**src/rtl/rtc_pkg.sv**
```systemverilog
package rtc_pkg;

  localparam int SEL_W   = 4;
  localparam int DATA_W  = 7;
  localparam int CFG_W   = 3;

  localparam int SEC_W   = 6;
  localparam int MIN_W   = 6;
  localparam int HOUR_W  = 5;
  localparam int DAY_W   = 5;
  localparam int MON_W   = 4;
  localparam int YEAR_W  = 7;

  localparam int SEC_LAST  = 59;
  localparam int MIN_LAST  = 59;
  localparam int HOUR_LAST = 23;
  localparam int MON_LAST  = 12;
  localparam int YEAR_LAST = 99;
  localparam int LEAP_STEP = 4;

  // register select codes
  localparam logic [SEL_W-1:0] SEL_MIN   = 4'd0;
  localparam logic [SEL_W-1:0] SEL_HOUR  = 4'd1;
  localparam logic [SEL_W-1:0] SEL_DAY   = 4'd2;
  localparam logic [SEL_W-1:0] SEL_MON   = 4'd3;
  localparam logic [SEL_W-1:0] SEL_YEAR  = 4'd4;
  localparam logic [SEL_W-1:0] SEL_A_BASE = 4'd5;
  localparam logic [SEL_W-1:0] SEL_A_EN   = 4'd8;
  localparam logic [SEL_W-1:0] SEL_B_BASE = 4'd9;
  localparam logic [SEL_W-1:0] SEL_B_EN   = 4'd13;
  localparam logic [SEL_W-1:0] SEL_PER    = 4'd14;

  typedef struct packed {
    logic [YEAR_W-1:0] year;
    logic [MON_W-1:0]  month;
    logic [DAY_W-1:0]  day;
    logic [HOUR_W-1:0] hour;
    logic [MIN_W-1:0]  min;
    logic [SEC_W-1:0]  sec;
  } cal_t;

  typedef enum logic [1:0] {
    PER_HALF = 2'd0,
    PER_SEC  = 2'd1,
    PER_MIN  = 2'd2,
    PER_HOUR = 2'd3
  } per_rate_e;

  localparam cal_t CAL_RESET = '{year: '0, month: 4'd1, day: 5'd1,
                                 hour: '0, min: '0, sec: '0};

  function automatic logic leap_year(input logic [YEAR_W-1:0] y);
    return (int'(y) % LEAP_STEP) == 0;
  endfunction

  function automatic logic [DAY_W-1:0] month_len(input logic [MON_W-1:0] m,
                                                 input logic [YEAR_W-1:0] y);
    case (m)
      4'd2:                   return leap_year(y) ? 5'd29 : 5'd28;
      4'd4, 4'd6, 4'd9, 4'd11: return 5'd30;
      default:                return 5'd31;
    endcase
  endfunction

endpackage

```
**src/rtl/rtc_counter.sv**
```systemverilog
module rtc_counter
  import rtc_pkg::*;
(
  input  logic              clk,
  input  logic              rst_n,
  input  logic              tick,
  input  logic              wr_en,
  input  logic [SEL_W-1:0]  wr_sel,
  input  logic [DATA_W-1:0] wr_data,
  output cal_t              now,
  output logic              half,
  output logic              ev_half,
  output logic              ev_sec,
  output logic              ev_min,
  output logic              ev_hour
);

  logic time_wr;
  logic c_sec, c_min, c_hour, c_day, c_mon, c_year;
  logic ev_day;
  logic [DAY_W-1:0] last_day;

  always_comb begin
    time_wr  = wr_en && (wr_sel <= SEL_YEAR);
    last_day = month_len(now.month, now.year);
    c_sec    = tick && half;
    c_min    = c_sec  && (now.sec   >= SEC_W'(SEC_LAST));
    c_hour   = c_min  && (now.min   >= MIN_W'(MIN_LAST));
    c_day    = c_hour && (now.hour  >= HOUR_W'(HOUR_LAST));
    c_mon    = c_day  && (now.day   >= last_day);
    c_year   = c_mon  && (now.month >= MON_W'(MON_LAST));
  end

  always_ff @(posedge clk) begin
    if (!rst_n) begin
      now     <= CAL_RESET;
      half    <= 1'b0;
      ev_half <= 1'b0;
      ev_sec  <= 1'b0;
      ev_min  <= 1'b0;
      ev_hour <= 1'b0;
      ev_day  <= 1'b0;
    end else begin
      ev_half <= 1'b0;
      ev_sec  <= 1'b0;
      ev_min  <= 1'b0;
      ev_hour <= 1'b0;
      ev_day  <= 1'b0;
      if (time_wr) begin
        half    <= 1'b0;
        now.sec <= '0;
        case (wr_sel)
          SEL_MIN:  now.min   <= wr_data[MIN_W-1:0];
          SEL_HOUR: now.hour  <= wr_data[HOUR_W-1:0];
          SEL_DAY:  now.day   <= wr_data[DAY_W-1:0];
          SEL_MON:  now.month <= wr_data[MON_W-1:0];
          default:  now.year  <= wr_data[YEAR_W-1:0];
        endcase
      end else if (tick) begin
        half    <= !half;
        ev_half <= 1'b1;
        ev_sec  <= c_sec;
        ev_min  <= c_min;
        ev_hour <= c_hour;
        ev_day  <= c_day;
        if (c_sec)
          now.sec <= c_min ? '0 : now.sec + SEC_W'(1);
        if (c_min)
          now.min <= c_hour ? '0 : now.min + MIN_W'(1);
        if (c_hour)
          now.hour <= c_day ? '0 : now.hour + HOUR_W'(1);
        if (c_day)
          now.day <= c_mon ? DAY_W'(1) : now.day + DAY_W'(1);
        if (c_mon)
          now.month <= c_year ? MON_W'(1) : now.month + MON_W'(1);
        if (c_year)
          now.year <= (now.year >= YEAR_W'(YEAR_LAST)) ? '0 : now.year + YEAR_W'(1);
      end
    end
  end

  AST_MIN_AT_ZERO_SEC: assert property (@(posedge clk) disable iff (!rst_n)
    ev_min |-> (now.sec == '0));
  AST_SEC_LEAVES_PHASE_LOW: assert property (@(posedge clk) disable iff (!rst_n)
    ev_sec |-> !half);
  AST_DAY_AT_MIDNIGHT: assert property (@(posedge clk) disable iff (!rst_n)
    ev_day |-> (now.hour == '0 && now.min == '0));
  AST_NEW_MONTH_DAY_ONE: assert property (@(posedge clk) disable iff (!rst_n)
    (ev_day && now.month != $past(now.month)) |-> (now.day == DAY_W'(1)));
  AST_WRITE_CLEARS_SUBMIN: assert property (@(posedge clk) disable iff (!rst_n)
    time_wr |=> (now.sec == '0 && !half));

endmodule

```
**src/rtl/rtc_alarm.sv**
```systemverilog
module rtc_alarm
  import rtc_pkg::*;
#(
  parameter bit               HAS_MONTH = 1'b0,
  parameter logic [SEL_W-1:0] SEL_BASE  = SEL_A_BASE,
  parameter logic [SEL_W-1:0] SEL_EN    = SEL_A_EN
)(
  input  logic              clk,
  input  logic              rst_n,
  input  logic              wr_en,
  input  logic [SEL_W-1:0]  wr_sel,
  input  logic [MIN_W-1:0]  wr_data,
  input  logic [MIN_W-1:0]  cur_min,
  input  logic [HOUR_W-1:0] cur_hour,
  input  logic [DAY_W-1:0]  cur_day,
  input  logic [MON_W-1:0]  cur_month,
  input  logic              ev_min,
  output logic              irq
);

  localparam logic [SEL_W-1:0] SEL_F_MIN  = SEL_BASE;
  localparam logic [SEL_W-1:0] SEL_F_HOUR = SEL_BASE + SEL_W'(1);
  localparam logic [SEL_W-1:0] SEL_F_DAY  = SEL_BASE + SEL_W'(2);
  localparam logic [SEL_W-1:0] SEL_F_MON  = SEL_BASE + SEL_W'(3);

  logic [MIN_W-1:0]  a_min;
  logic [HOUR_W-1:0] a_hour;
  logic [DAY_W-1:0]  a_day;
  logic [MON_W-1:0]  a_mon;
  logic              en;
  logic              month_ok;
  logic              hit;

  always_ff @(posedge clk) begin
    if (!rst_n) begin
      a_min  <= '0;
      a_hour <= '0;
      a_day  <= '0;
      a_mon  <= '0;
      en     <= 1'b0;
    end else if (wr_en) begin
      if (wr_sel == SEL_F_MIN)  a_min  <= wr_data;
      if (wr_sel == SEL_F_HOUR) a_hour <= wr_data[HOUR_W-1:0];
      if (wr_sel == SEL_F_DAY)  a_day  <= wr_data[DAY_W-1:0];
      if (HAS_MONTH && wr_sel == SEL_F_MON) a_mon <= wr_data[MON_W-1:0];
      if (wr_sel == SEL_EN)     en     <= wr_data[0];
    end
  end

  // a month-less alarm treats the month as always matching
  assign month_ok = HAS_MONTH ? (cur_month == a_mon) : 1'b1;
  assign hit      = (cur_min == a_min) && (cur_hour == a_hour) &&
                    (cur_day == a_day) && month_ok;
  assign irq      = en && ev_min && hit;

  // covers both alarm variants
  AST_ALARM_SINGLE_PULSE: assert property (@(posedge clk) disable iff (!rst_n)
    irq |=> !irq);

endmodule

```
**src/rtl/rtc_periodic.sv**
```systemverilog
module rtc_periodic
  import rtc_pkg::*;
(
  input  logic             clk,
  input  logic             rst_n,
  input  logic             wr_en,
  input  logic [SEL_W-1:0] wr_sel,
  input  logic [CFG_W-1:0] wr_cfg,
  input  logic             ev_half,
  input  logic             ev_sec,
  input  logic             ev_min,
  input  logic             ev_hour,
  output logic             per_irq
);

  per_rate_e rate;
  logic      en;
  logic      src;

  always_ff @(posedge clk) begin
    if (!rst_n) begin
      rate <= PER_HALF;
      en   <= 1'b0;
    end else if (wr_en && wr_sel == SEL_PER) begin
      rate <= per_rate_e'(wr_cfg[1:0]);
      en   <= wr_cfg[2];
    end
  end

  always_comb begin
    case (rate)
      PER_HALF: src = ev_half;
      PER_SEC:  src = ev_sec;
      PER_MIN:  src = ev_min;
      default:  src = ev_hour;
    endcase
  end

  assign per_irq = en && src;

  AST_SLOW_RATE_ON_SECOND: assert property (@(posedge clk) disable iff (!rst_n)
    (per_irq && rate != PER_HALF) |-> (ev_sec && ev_half));

endmodule

```
**src/rtl/cal_rtc.sv**
```systemverilog
module cal_rtc
  import rtc_pkg::*;
(
  input  logic              clk,
  input  logic              rst_n,
  input  logic              tick,
  input  logic              wr_en,
  input  logic [SEL_W-1:0]  wr_sel,
  input  logic [DATA_W-1:0] wr_data,
  output logic [SEC_W-1:0]  sec_o,
  output logic [MIN_W-1:0]  min_o,
  output logic [HOUR_W-1:0] hour_o,
  output logic [DAY_W-1:0]  day_o,
  output logic [MON_W-1:0]  month_o,
  output logic [YEAR_W-1:0] year_o,
  output logic              half_o,
  output logic              per_irq,
  output logic              alm0_irq,
  output logic              alm1_irq
);

  cal_t now;
  logic ev_half, ev_sec, ev_min, ev_hour;

  rtc_counter u_cnt (
    .clk     (clk),
    .rst_n   (rst_n),
    .tick    (tick),
    .wr_en   (wr_en),
    .wr_sel  (wr_sel),
    .wr_data (wr_data),
    .now     (now),
    .half    (half_o),
    .ev_half (ev_half),
    .ev_sec  (ev_sec),
    .ev_min  (ev_min),
    .ev_hour (ev_hour)
  );

  rtc_periodic u_per (
    .clk     (clk),
    .rst_n   (rst_n),
    .wr_en   (wr_en),
    .wr_sel  (wr_sel),
    .wr_cfg  (wr_data[CFG_W-1:0]),
    .ev_half (ev_half),
    .ev_sec  (ev_sec),
    .ev_min  (ev_min),
    .ev_hour (ev_hour),
    .per_irq (per_irq)
  );

  rtc_alarm #(.HAS_MONTH(1'b0), .SEL_BASE(SEL_A_BASE), .SEL_EN(SEL_A_EN)) u_alm_a (
    .clk       (clk),
    .rst_n     (rst_n),
    .wr_en     (wr_en),
    .wr_sel    (wr_sel),
    .wr_data   (wr_data[MIN_W-1:0]),
    .cur_min   (now.min),
    .cur_hour  (now.hour),
    .cur_day   (now.day),
    .cur_month (now.month),
    .ev_min    (ev_min),
    .irq       (alm0_irq)
  );

  rtc_alarm #(.HAS_MONTH(1'b1), .SEL_BASE(SEL_B_BASE), .SEL_EN(SEL_B_EN)) u_alm_b (
    .clk       (clk),
    .rst_n     (rst_n),
    .wr_en     (wr_en),
    .wr_sel    (wr_sel),
    .wr_data   (wr_data[MIN_W-1:0]),
    .cur_min   (now.min),
    .cur_hour  (now.hour),
    .cur_day   (now.day),
    .cur_month (now.month),
    .ev_min    (ev_min),
    .irq       (alm1_irq)
  );

  assign sec_o   = now.sec;
  assign min_o   = now.min;
  assign hour_o  = now.hour;
  assign day_o   = now.day;
  assign month_o = now.month;
  assign year_o  = now.year;

  AST_IRQ_FOLLOWS_TICK: assert property (@(posedge clk) disable iff (!rst_n)
    (per_irq || alm0_irq || alm1_irq) |-> $past(tick));
  AST_ALARM_AT_MINUTE_START: assert property (@(posedge clk) disable iff (!rst_n)
    (alm0_irq || alm1_irq) |-> (sec_o == '0 && !half_o));

endmodule

```
**config.mk**
```make
export PLATFORM = sky130hd
export DESIGN_NAME = cal_rtc
export DESIGN_NICKNAME = d
export VERILOG_FILES = /design/src/rtl/rtc_pkg.sv /design/src/rtl/rtc_counter.sv /design/src/rtl/rtc_alarm.sv /design/src/rtl/rtc_periodic.sv /design/src/rtl/cal_rtc.sv
export SDC_FILE = /design/constraint.sdc
export NUM_CORES = 1
export LEC_CHECK = 0
export BUFFER_PORTS_ARGS = -buffer_cell sky130_fd_sc_hd__buf_4
export CORE_AREA = 2 2 94 96
export CTS_CLUSTER_SIZE = 8
export DETAILED_ROUTE_END_ITERATION = 8
export DIE_AREA = 0 0 96 98
export MAX_ROUTING_LAYER = met4
export PLACE_DENSITY = 0.86
export SLEW_MARGIN = 10
export SYNTH_ARGS = -nofsm -noshare
export SYNTH_HDL_FRONTEND = slang
export SYNTH_SLANG_ARGS = --single-unit
```
**constraint.sdc**
```tcl
create_clock -name clk -period 2.6 [get_ports clk]
set_clock_uncertainty 0.2 [all_clocks]
set_input_delay 0.52 -clock clk [delete_from_list [all_inputs] [get_ports clk]]
set_output_delay 0.52 -clock clk [all_outputs]
set_load 0.05 [all_outputs]
```
==> results.md <==
- Outcome: finished, violations left
- Failing checks: setup timing
- Syn-to-layout area delta: 25.01%
- Biggest area consumer among synthesized cells: dfxtp_1
- Inst Count DP: roughly 660
- Vias: 4187
- Vias in the first global route: 3995
- Sequential share of the synthesized area: 36.13%
- DR pass1 iterations: 6
- TNS Setup: -0.1850 ns
- Mean post-synth cell area: 8.684 sq um
- Max-slew headroom: 37.25%
- Reg2reg start: u_cnt.now[23]
- Largest net degree at the start of global routing: 36
- Die height: 98 um
- Netlist cell types: 48
- Fraction of layout cells with a size suffix above 1: 26.40%
- DP HPWL: between 8 and 9 mm
- Overflow after GRT: 0
- Most used DFF post-synth: dfxtp_1
- Number of remaining DRC errors: 0
- YS warnings: 0
- CTS tree: yes
- Hold Path Class: in2reg
- Max Fclk: 368.1 MHz
- Nets: approximately 590
- Core area: 8466 sq um
- GP Congestion: 0.9776
- Htree depth: 3
- Site Rows: 34
- Tmin final: 2.717 ns
- Lkg Pwr: about 2.1 nW
- Vias per inst: ~6
- Initial antenna violation count: 1
- Worst vdd ir: 0.2511 mV
- Drt wl/cell: 19.20 um
- First-pass GRT wire length: 20.45 mm
- Detailed Route Iter0 Violations: 516
- Fin crit share: 104.5%
- R2R depth: 12
- Worst Path Max Fanout: 6
- Top cells by area, synth: dfxtp_1 36%, mux2i_1 7.3%, nor2b_1 5.9%, xnor2_1 5.0%, o21ai_0 4.2%
- PortBufs: 51
- Clock slew at the register clock pins of the worst setup and hold paths: 0.09 ns
- Fin. max-slew vios: 0
- Post-synth EDFFs: 0
- Fin Hold WS: 0.2791 ns
- Fillers: 658
- CP startpoint: u_cnt.now[17]
- Max Buffers Root-to-Sink: 2
- Fin cells: 681
- Die ar.: 9408 sq um
- Final setup violation count: 6
- Synth top cells by count: 79 x dfxtp_1, 41 x nor2b_1, 37 x o21ai_0
- Final worst setup slack: -0.1167 ns
- Syn Inst Count: roughly 500
- CP Launch Type: flip-flop
- CP Capture Type: output port
- Final antenna-violating net count: 0
- Count leader, synth: dfxtp_1
- Reg2reg end: u_cnt.now[26]
- CTS Buf Count: 9
- Drt total wl: 13.07 mm
- Mapped cell area: 4377 sq um
- Post-synth top area share: approximately 36%
- CP arrival: about 2.0 ns
- Worst Setup Slack post-DPL: -0.08685 ns
- Ports: 52
- Clk sinks: 79
- Worst slew pin tran: about 0.94 ns
- Gr usage total: slightly below 30%
- Post-CTS Hold Buffers: 0
- #FFs+latches synth: 79
- Initial Util: 51.70%
- Critical path class: reg2out
- Worst Setup EP: alm1_irq
- Syn Nets: 531
- FFs w/ async S/R, synth: 0%
- Req. time, crit path: 1.88 ns
- Clock latency on the worst-skew pair: 0.36 ns
- Root Buffer: clkbuf_8
- MaxCap Viol Count: 0
- Flop2flop setup slack: -0.01 ns
- PwrDens: 456.1 nW/um^2
- DIE WIDTH: 96 um
- RSZ-0062 raised after global routing: yes
- Final hold viol count: 0
==> power by group <==
group | switching, W | total (W) | internal [W]
clock network | 0.000474 | 0.000950 | 0.000476
registers | 0.0000226 | 0.00125 | 0.00122
logic | 0.000187 | 0.000301 | 0.000114
total | 0.000684 | 0.00250 | 0.00181
==> metrics by stage <==
stage               total power, W  area, sq um  util [%]
CTS                       0.002477         5268     62.22
finish                    0.002496         5472     64.63
floorplan                 0.001450         4429         -
global placement          0.001539         5015     59.24
detailed placement        0.001547         5015     59.24
global route              0.002588         5472     64.63
==> routing by layer <==
layer | track usage (%) | part of all wire, %
met5 | - | 0
met4 | 13.74 | 3.7
met3 | 6.944 | 9.0
met2 | 43.27 | 47
met1 | 36.47 | 40
==> cells by family (layout without fill, tap and decap cells) <==
| kind of cell | count (synthesis) | in the layout | synth area share [%] |
|---|---|---|---|
| fa+ha+maj | 12 | 12 | 3.430 |
| mux | 33 | 33 | 7.833 |
| other cells | 0 | 1 | 0 |
| buf+inv | 41 | 108 | 3.717 |
| xor+xnor | 40 | 40 | 8.005 |
| compound gates | 118 | 118 | 18.13 |
| simple gates | 181 | 182 | 22.76 |
| flops | 79 | 79 | 36.14 |
==> what timing repair did <==
item,in CTS,in global routing
gates resized for setup,15,35
hold endpoints to repair,0,0
buffers inserted,0,6
endpoints found under the setup margin,13,18
pin swaps,6,21
gates cloned,0,1
==> sequential cells by signal, indices dropped and copies added, names as in the netlist, 2 cells and up <==
name	cells
u_alm_b.a_mon	4
u_alm_b.a_hour	5
u_alm_b.a_day	5
u_alm_b.a_min	6
u_per.rate	2
u_cnt.now	33
u_alm_a.a_day	5
u_alm_a.a_min	6
u_alm_a.a_hour	5
==> critical path: stages (launching register included) <==
cell and delay [ns]:
dfxtp_4 0.38, xor2_1 0.16, nor4_1 0.29, nand4_1 0.22, nor4_4 0.38, buf_6 0.21
==> layout by cell type (no fill, tap or decap), types with 13 or more instances in the layout <==
cell      Yosys  layout
a21boi_0     14      13
a21oi_1      16      15
buf_4         0      80
dfxtp_1      79      66
mux2i_1      32      32
nand2_1      31      30
nand3_1      21      21
nor2_1       26      26
nor2b_1      41      41
o21ai_0      37      33
xnor2_1      25      24
xor2_1       15      14
==> worst min path at each step <==
stage,to,cells after the start,from,slack (ns)
2_1_floorplan,u_per.en,2,u_per.en,0.25
6_report,u_alm_a.a_min[5],3,wr_data[5],0.28
4_1_cts,u_cnt.half,3,tick,0.27
3_5_place_dp,u_per.en,2,u_per.en,0.28
3_3_place_gp,u_per.en,2,u_per.en,0.27
5_1_grt,u_alm_b.a_min[5],3,wr_data[5],0.30
==> cell type report <==
cell class / instances / area, sq um / area share [%]
well taps: 108 / 135.1 / 2.470
clock inverters: 4 / 53.80 / 0.9833
multi-input cells: 385 / 2839 / 51.89
inverters: 8 / 37.54 / 0.6860
diodes: 1 / 2.502 / 0.04574
repair buffers: 84 / 645.6 / 11.80
flip-flops and latches: 79 / 1613 / 29.48
clock buffers: 12 / 145.1 / 2.653
No activity file was read; power rests on OpenSTA's default activity.
